<file path="config.mk">
export PLATFORM = sky130hd
export DESIGN_NAME = sdac_frontend
export DESIGN_NICKNAME = d
export VERILOG_FILES = /design/src/rtl/sdac_pkg.sv /design/src/rtl/sdac_sync.sv /design/src/rtl/sdac_shifter.sv /design/src/rtl/sdac_latch.sv /design/src/rtl/sdac_frontend.sv
export SDC_FILE = /design/constraint.sdc
export NUM_CORES = 1
export LEC_CHECK = 0
export BUFFER_PORTS_ARGS = -buffer_cell sky130_fd_sc_hd__buf_2
export CELL_PAD_IN_SITES_DETAIL_PLACEMENT = 1
export CELL_PAD_IN_SITES_GLOBAL_PLACEMENT = 2
export CORE_AREA = 3 3 69 71
export DETAILED_ROUTE_END_ITERATION = 8
export DIE_AREA = 0 0 72 74
export PLACE_DENSITY = 0.85
export SLEW_MARGIN = 5
export SYNTH_ARGS = -nofsm -noshare
export SYNTH_HDL_FRONTEND = slang
export SYNTH_SLANG_ARGS = --single-unit
</file>
<file path="constraint.sdc">
create_clock -name clk_i -period 4.4 [get_ports clk_i]
set_clock_uncertainty 0.05 [all_clocks]
set_input_delay 1.1 -clock clk_i [delete_from_list [all_inputs] [get_ports clk_i]]
set_output_delay 1.1 -clock clk_i [all_outputs]
set_load 0.02 [all_outputs]
</file>
<file path="src/rtl/sdac_pkg.sv">
package sdac_pkg;
  localparam int unsigned FRAME_LEN_D = 16;
  localparam int unsigned DAC_W_D     = 12;
  localparam int unsigned OUT_W_D     = 16;
  localparam int unsigned SYNC_W      = 4;
  // synchronizer lane order
  localparam int unsigned LN_SCLK  = 0;
  localparam int unsigned LN_SDATA = 1;
  localparam int unsigned LN_FRAME = 2;
  localparam int unsigned LN_LOAD  = 3;
  // idle values: clock high, data low, frame and load released
  localparam logic [SYNC_W-1:0] SYNC_IDLE = 4'b1101;
endpackage

</file>
<file path="src/rtl/sdac_sync.sv">
module sdac_sync #(
  parameter int unsigned W = 4,
  parameter logic [W-1:0] RST_VAL = '0
) (
  input  logic         clk_i,
  input  logic         rst_ni,
  input  logic [W-1:0] d_i,
  output logic [W-1:0] q_o
);
  for (genvar i = 0; i < W; i++) begin : g_lane
    logic meta_q, sync_q;
    always_ff @(posedge clk_i or negedge rst_ni) begin
      if (!rst_ni) begin
        meta_q <= RST_VAL[i];
        sync_q <= RST_VAL[i];
      end else begin
        meta_q <= d_i[i];
        sync_q <= meta_q;
      end
    end
    assign q_o[i] = sync_q;
  end
endmodule

</file>
<file path="src/rtl/sdac_shifter.sv">
module sdac_shifter #(
  parameter int unsigned FRAME_LEN = 16,
  parameter int unsigned DAC_W     = 12,
  parameter int unsigned CNT_W     = $clog2(FRAME_LEN + 1)
) (
  input  logic             clk_i,
  input  logic             rst_ni,
  input  logic             sclk_s_i,
  input  logic             sdata_s_i,
  input  logic             frame_n_s_i,
  output logic [DAC_W-1:0] word_o,
  output logic             full_o,
  output logic             done_o,
  output logic [CNT_W-1:0] cnt_o
);
  localparam logic [CNT_W-1:0] LAST = CNT_W'(FRAME_LEN - 1);
  localparam logic [CNT_W-1:0] CAP  = CNT_W'(FRAME_LEN);

  logic             sclk_q;
  logic             sclk_fall;
  logic             shift_en;
  logic             last_bit;
  logic [CNT_W-1:0] cnt_q;
  logic [DAC_W-1:0] word_q;
  logic             full_q, done_q;

  assign sclk_fall = sclk_q & ~sclk_s_i;
  assign shift_en  = sclk_fall & ~frame_n_s_i & (cnt_q < CAP);
  assign last_bit  = (cnt_q == LAST);

  always_ff @(posedge clk_i or negedge rst_ni) begin
    if (!rst_ni) sclk_q <= 1'b1;
    else         sclk_q <= sclk_s_i;
  end

  // saturating count; closing the frame restarts it
  always_ff @(posedge clk_i or negedge rst_ni) begin
    if (!rst_ni)          cnt_q <= '0;
    else if (frame_n_s_i) cnt_q <= '0;
    else if (shift_en)    cnt_q <= cnt_q + 1'b1;
  end

  // only the trailing DAC_W bits survive; leading bits fall off the top
  always_ff @(posedge clk_i or negedge rst_ni) begin
    if (!rst_ni)       word_q <= '0;
    else if (shift_en) word_q <= {word_q[DAC_W-2:0], sdata_s_i};
  end

  // first bit of any frame invalidates the held word
  always_ff @(posedge clk_i or negedge rst_ni) begin
    if (!rst_ni) begin
      full_q <= 1'b0;
      done_q <= 1'b0;
    end else begin
      done_q <= shift_en & last_bit;
      if (shift_en) full_q <= last_bit;
    end
  end

  assign word_o = word_q;
  assign full_o = full_q;
  assign done_o = done_q;
  assign cnt_o  = cnt_q;
endmodule

</file>
<file path="src/rtl/sdac_latch.sv">
module sdac_latch #(
  parameter int unsigned DAC_W = 12
) (
  input  logic             clk_i,
  input  logic             rst_ni,
  input  logic             load_n_s_i,
  input  logic             full_i,
  input  logic             done_i,
  input  logic [DAC_W-1:0] word_i,
  output logic             we_o,
  output logic [DAC_W-1:0] code_o
);
  logic             load_q;
  logic             load_fall;
  logic             manual_ld, auto_ld;
  logic [DAC_W-1:0] code_q;

  always_ff @(posedge clk_i or negedge rst_ni) begin
    if (!rst_ni) load_q <= 1'b1;
    else         load_q <= load_n_s_i;
  end

  assign load_fall = load_q & ~load_n_s_i;
  assign manual_ld = load_fall & full_i;
  // strobe low when the word completes covers both tied-low and coincident edges
  assign auto_ld   = done_i & ~load_n_s_i;
  assign we_o      = manual_ld | auto_ld;

  always_ff @(posedge clk_i or negedge rst_ni) begin
    if (!rst_ni)   code_q <= '0;
    else if (we_o) code_q <= word_i;
  end

  assign code_o = code_q;
endmodule

</file>
<file path="src/rtl/sdac_frontend.sv">
module sdac_frontend
  import sdac_pkg::*;
#(
  parameter int unsigned FRAME_LEN = FRAME_LEN_D,
  parameter int unsigned DAC_W     = DAC_W_D,
  parameter int unsigned OUT_W     = OUT_W_D
) (
  input  logic             clk_i,
  input  logic             rst_ni,
  input  logic             sclk_i,
  input  logic             sdata_i,
  input  logic             frame_ni,
  input  logic             load_ni,
  output logic [DAC_W-1:0] code_o,
  output logic [OUT_W-1:0] level_o
);
  localparam int unsigned CNT_W = $clog2(FRAME_LEN + 1);
  localparam int unsigned EXT_W = OUT_W - DAC_W;

  logic [SYNC_W-1:0] raw, syn;
  logic              frame_n_s;
  logic [DAC_W-1:0]  shreg_q;
  logic              full, done, latch_we;
  logic [CNT_W-1:0]  bit_cnt;

  assign raw[LN_SCLK]  = sclk_i;
  assign raw[LN_SDATA] = sdata_i;
  assign raw[LN_FRAME] = frame_ni;
  assign raw[LN_LOAD]  = load_ni;

  sdac_sync #(.W(SYNC_W), .RST_VAL(SYNC_IDLE)) u_sync (
    .clk_i  (clk_i),
    .rst_ni (rst_ni),
    .d_i    (raw),
    .q_o    (syn)
  );

  assign frame_n_s = syn[LN_FRAME];

  sdac_shifter #(.FRAME_LEN(FRAME_LEN), .DAC_W(DAC_W), .CNT_W(CNT_W)) u_shift (
    .clk_i       (clk_i),
    .rst_ni      (rst_ni),
    .sclk_s_i    (syn[LN_SCLK]),
    .sdata_s_i   (syn[LN_SDATA]),
    .frame_n_s_i (frame_n_s),
    .word_o      (shreg_q),
    .full_o      (full),
    .done_o      (done),
    .cnt_o       (bit_cnt)
  );

  sdac_latch #(.DAC_W(DAC_W)) u_latch (
    .clk_i      (clk_i),
    .rst_ni     (rst_ni),
    .load_n_s_i (syn[LN_LOAD]),
    .full_i     (full),
    .done_i     (done),
    .word_i     (shreg_q),
    .we_o       (latch_we),
    .code_o     (code_o)
  );

  if (EXT_W > 0) begin : g_ext
    assign level_o = {{EXT_W{code_o[DAC_W-1]}}, code_o};
  end else begin : g_noext
    assign level_o = code_o[OUT_W-1:0];
  end
endmodule

</file>
==> results.py <==
metrics = {
    "run_status": {
        "status": "completed",
    },
    "detailed_routing": {
        "wl_per_cell_microns": 14.6,
        "vias_per_cell": 4.65,
        "drc": 0,
        "vias": 846,
        "antenna_left": 0,
        "firstDrtPassIters": 4,
        "routed_wirelength_microns": 2650,
        "drt_iter0_drc": 30,
    },
    "sta": {
        "fmax_ghz": 0.489,
        "fin_crit_ns": 2.04,
        "tightest_slew_ns": 1.14,
        "slew_viol_final": 0,
        "setup_viol": 0,
        "period_share_pct": 46.5,
        "slew-limit-headroom_pct": 23.4,
        "hold_ws_ns": 0.300,
        "setup_tns_ns": 0,
        "hold_viol": 0,
        "rsz0062_at_grt": "no",
    },
    "power_and_ir_drop": {
        "peakVddDrop_mv": 0.206,
        "combinationalPowerShare_pct": 6.5,
        "power.switching_mw": 0.173,
        "p_int_mw": 0.591,
        "pwr-share-seq_pct": 58.8,
        "p_per_area_mw_per_mm2": 423,
        "clockPowerShare_pct": 34.7,
        "leakage_nw": 0.960,
        "switching_share_pct": 22.7,
    },
    "run": {
        "maxCapViolCount": 0,
    },
    "clock_tree": {
        "path_clk_slew_ns": 0.08,
        "cts.path.max_buffers": 2,
        "insertion_delay_ns": 0.29,
        "cts-resized-gates": 0,
        "cts_root_buf": "clkbuf_8",
        "htree_levels": 2,
        "clock-sinks": 41,
        "tritoncts": "done",
        "hold_buffers": 0,
        "numCtsBuffers": 5,
        "cts_setup_buffers": 0,
    },
    "final_layout": {
        "fin_nets": 137,
        "drive_gt1_share_pct": 57.7,
        "area_delta_synth_final_pct": 11.6,
        "antenna_cells": 0,
        "fillCellCount": 461,
    },
    "yosys": {
        "synth-seq-cells": 41,
        "postSynthCellCount": 108,
        "ys_types": 20,
        "syn_area_sq_mm": 0.00162,
        "yosys_warnings": 0,
        "yosysSeqAreaShare_pct": 64.0,
        "syn-mean-instance-area_sq_um": 15.0,
        "syn-num-nets": 116,
    },
    "setup_path": {
        "critical-path-slowest-cell": "dfrtp_1",
        "critPathMaxFanout": 7,
        "path_cells": "buf_2",
        "critPathTopFamily": "flip-flops",
        "crit_arrival_ns": 0.89,
        "worstSetupPathType": "reg2out",
        "crit_buf_inv": 1,
        "cp_data_required_time_ns": 3.25,
        "max_stage_delay_ns": 0.41,
        "crit_path_end_kind": "output port",
        "critPathLaunchType": "flop",
    },
    "worst_hold_path": {
        "hp-class": "reg2reg",
    },
    "die": {
        "core.rowCount": 24,
        "coreArea_sq_mm": 0.00429,
        "dieArea_sq_mm": 0.00533,
        "start_util_pct": 37.7,
        "pin_count": 34,
        "die_y_microns": 74,
        "die_x_microns": 72,
    },
    "global_routing": {
        "gr-total-overflow": 0,
        "grt_pass1_vias": 889,
        "grt_usage_pct": 10.9,
        "grt_start_max_net_pins": 42,
        "grt_pass1_wl_microns": 4310,
        "antenna_found_initial": 0,
    },
    "placed_design": {
        "dpl.hpwl_microns": 1820,
        "gp_congestion": 0.685,
        "portBuffers": 33,
    },
}
worst register-to-register path: cells and delay by family (launching register included):
kind          cells  cell delay (ns)
simple gates      1             0.91
mux               1             0.44
flops             1             0.53
power by group through the flow:
stage	sequential (mW)	combinational [mW]	clock [mW]
3_3_place_gp	0.451	0.0468	0
4_1_cts	0.450	0.0512	0.273
5_1_grt	0.454	0.0561	0.296
2_1_floorplan	0.443	0.0375	0
6_report	0.449	0.0496	0.265
3_5_place_dp	0.457	0.0504	0
synth_stat cells:
cell      count  area (sq um)
nor2_1        2          7.51
mux2_2       25           282
buf_6         1          11.3
buf_2         1          5.00
a21o_1        2          15.0
o22ai_1       1          6.26
and2_1        1          6.26
dfstp_2       8           210
inv_1         3          11.3
o21ai_0       1          5.00
buf_4        17           128
nor4b_4       1          23.8
dfrtp_1      33           826
and3_1        2          12.5
nand2_1       2          7.51
mux2i_1       1          10.0
nand3_1       1          5.00
nand2b_1      2          12.5
a21oi_1       2          10.0
ha_1          2          25.0
final timing paths:
kind	from	endpoint	slack, ns	cells after the start
max reg2reg	u_shift.sclk_q	u_shift.word_o[11]	2.37	2
min	u_sync.g_lane[1].meta_q	u_sync.g_lane[1].sync_q	0.30	0
min in group asynchronous	rst_ni	u_shift.full_o	0.88	1
max in group asynchronous	rst_ni	u_shift.cnt_o[2]	2.87	1
min reg2reg	u_sync.g_lane[1].meta_q	u_sync.g_lane[1].sync_q	0.30	0
max	u_latch.code_o[11]	level_o[11]	2.36	1
cell usage in the layout, fill, tap and decap left out:
cell type / count
clkbuf_8: 7
buf_2: 33
mux2i_1: 1
dfrtp_1: 33
a21oi_1: 2
ha_1: 2
nor2_1: 2
nand3_1: 1
a21o_1: 2
o21ai_0: 1
nand2_1: 2
nor4b_4: 1
inv_1: 3
and3_1: 2
mux2_2: 25
nand2b_1: 2
dfstp_2: 8
o22ai_1: 1
and2_1: 1
clkinv_2: 1
registers in the layout (all words and copies together), names as in the netlist:
| register | cells |
|---|---|
| u_latch.code_o | 12 |
| u_shift.word_o | 12 |
| u_shift.cnt_o | 5 |
| u_sync.g_lane.meta_q | 4 |
| u_sync.g_lane.sync_q | 4 |
| u_latch.load_q | 1 |
| u_shift.done_o | 1 |
| u_shift.full_o | 1 |
| u_shift.sclk_q | 1 |
stage by stage:
stage	total power, mW	instance area, sq um	std cells	setup WS (ns)	util, %
6_report	0.764	1810	182	2.36	42.1
3_3_place_gp	0.498	1710	174	2.49	39.7
2_1_floorplan	0.480	1620	108	2.55	-
3_5_place_dp	0.507	1710	174	2.39	39.7
5_1_grt	0.806	1810	182	2.24	42.1
4_1_cts	0.774	1810	182	2.34	42.1
logic make-up after synthesis:
logic type	share of synthesized area (%)
AO/OA/AOI/OAI	2.24
adder cells (fa/ha/maj)	1.55
buffers and inverters	9.58
flip-flops	64.0
multiplexers	18.0
AND/OR/NAND/NOR	4.64
area by class of cell:
type	instances	area [sq um]	share of cell area, %
Clock inverter	1	5.00	0.277
Timing Repair Buffer	33	165	9.14
Sequential cell	41	1040	57.3
Clock buffer	7	96.3	5.33
Inverter	3	11.3	0.623
Multi-Input combinational cell	45	428	23.7
Tap cell	52	65.1	3.60
per-layer routing:
metal | vias to the layer above | wire length (microns) | track usage (%)
met4 | 0 | 49 | 6.26
met3 | 4 | 161 | 4.19
met1 | 428 | 1090 | 12.4
met2 | 28 | 1350 | 17.8
met5 | - | 0 | 0
li1 | 386 | - | -
(Power assumes the default switching activity.)
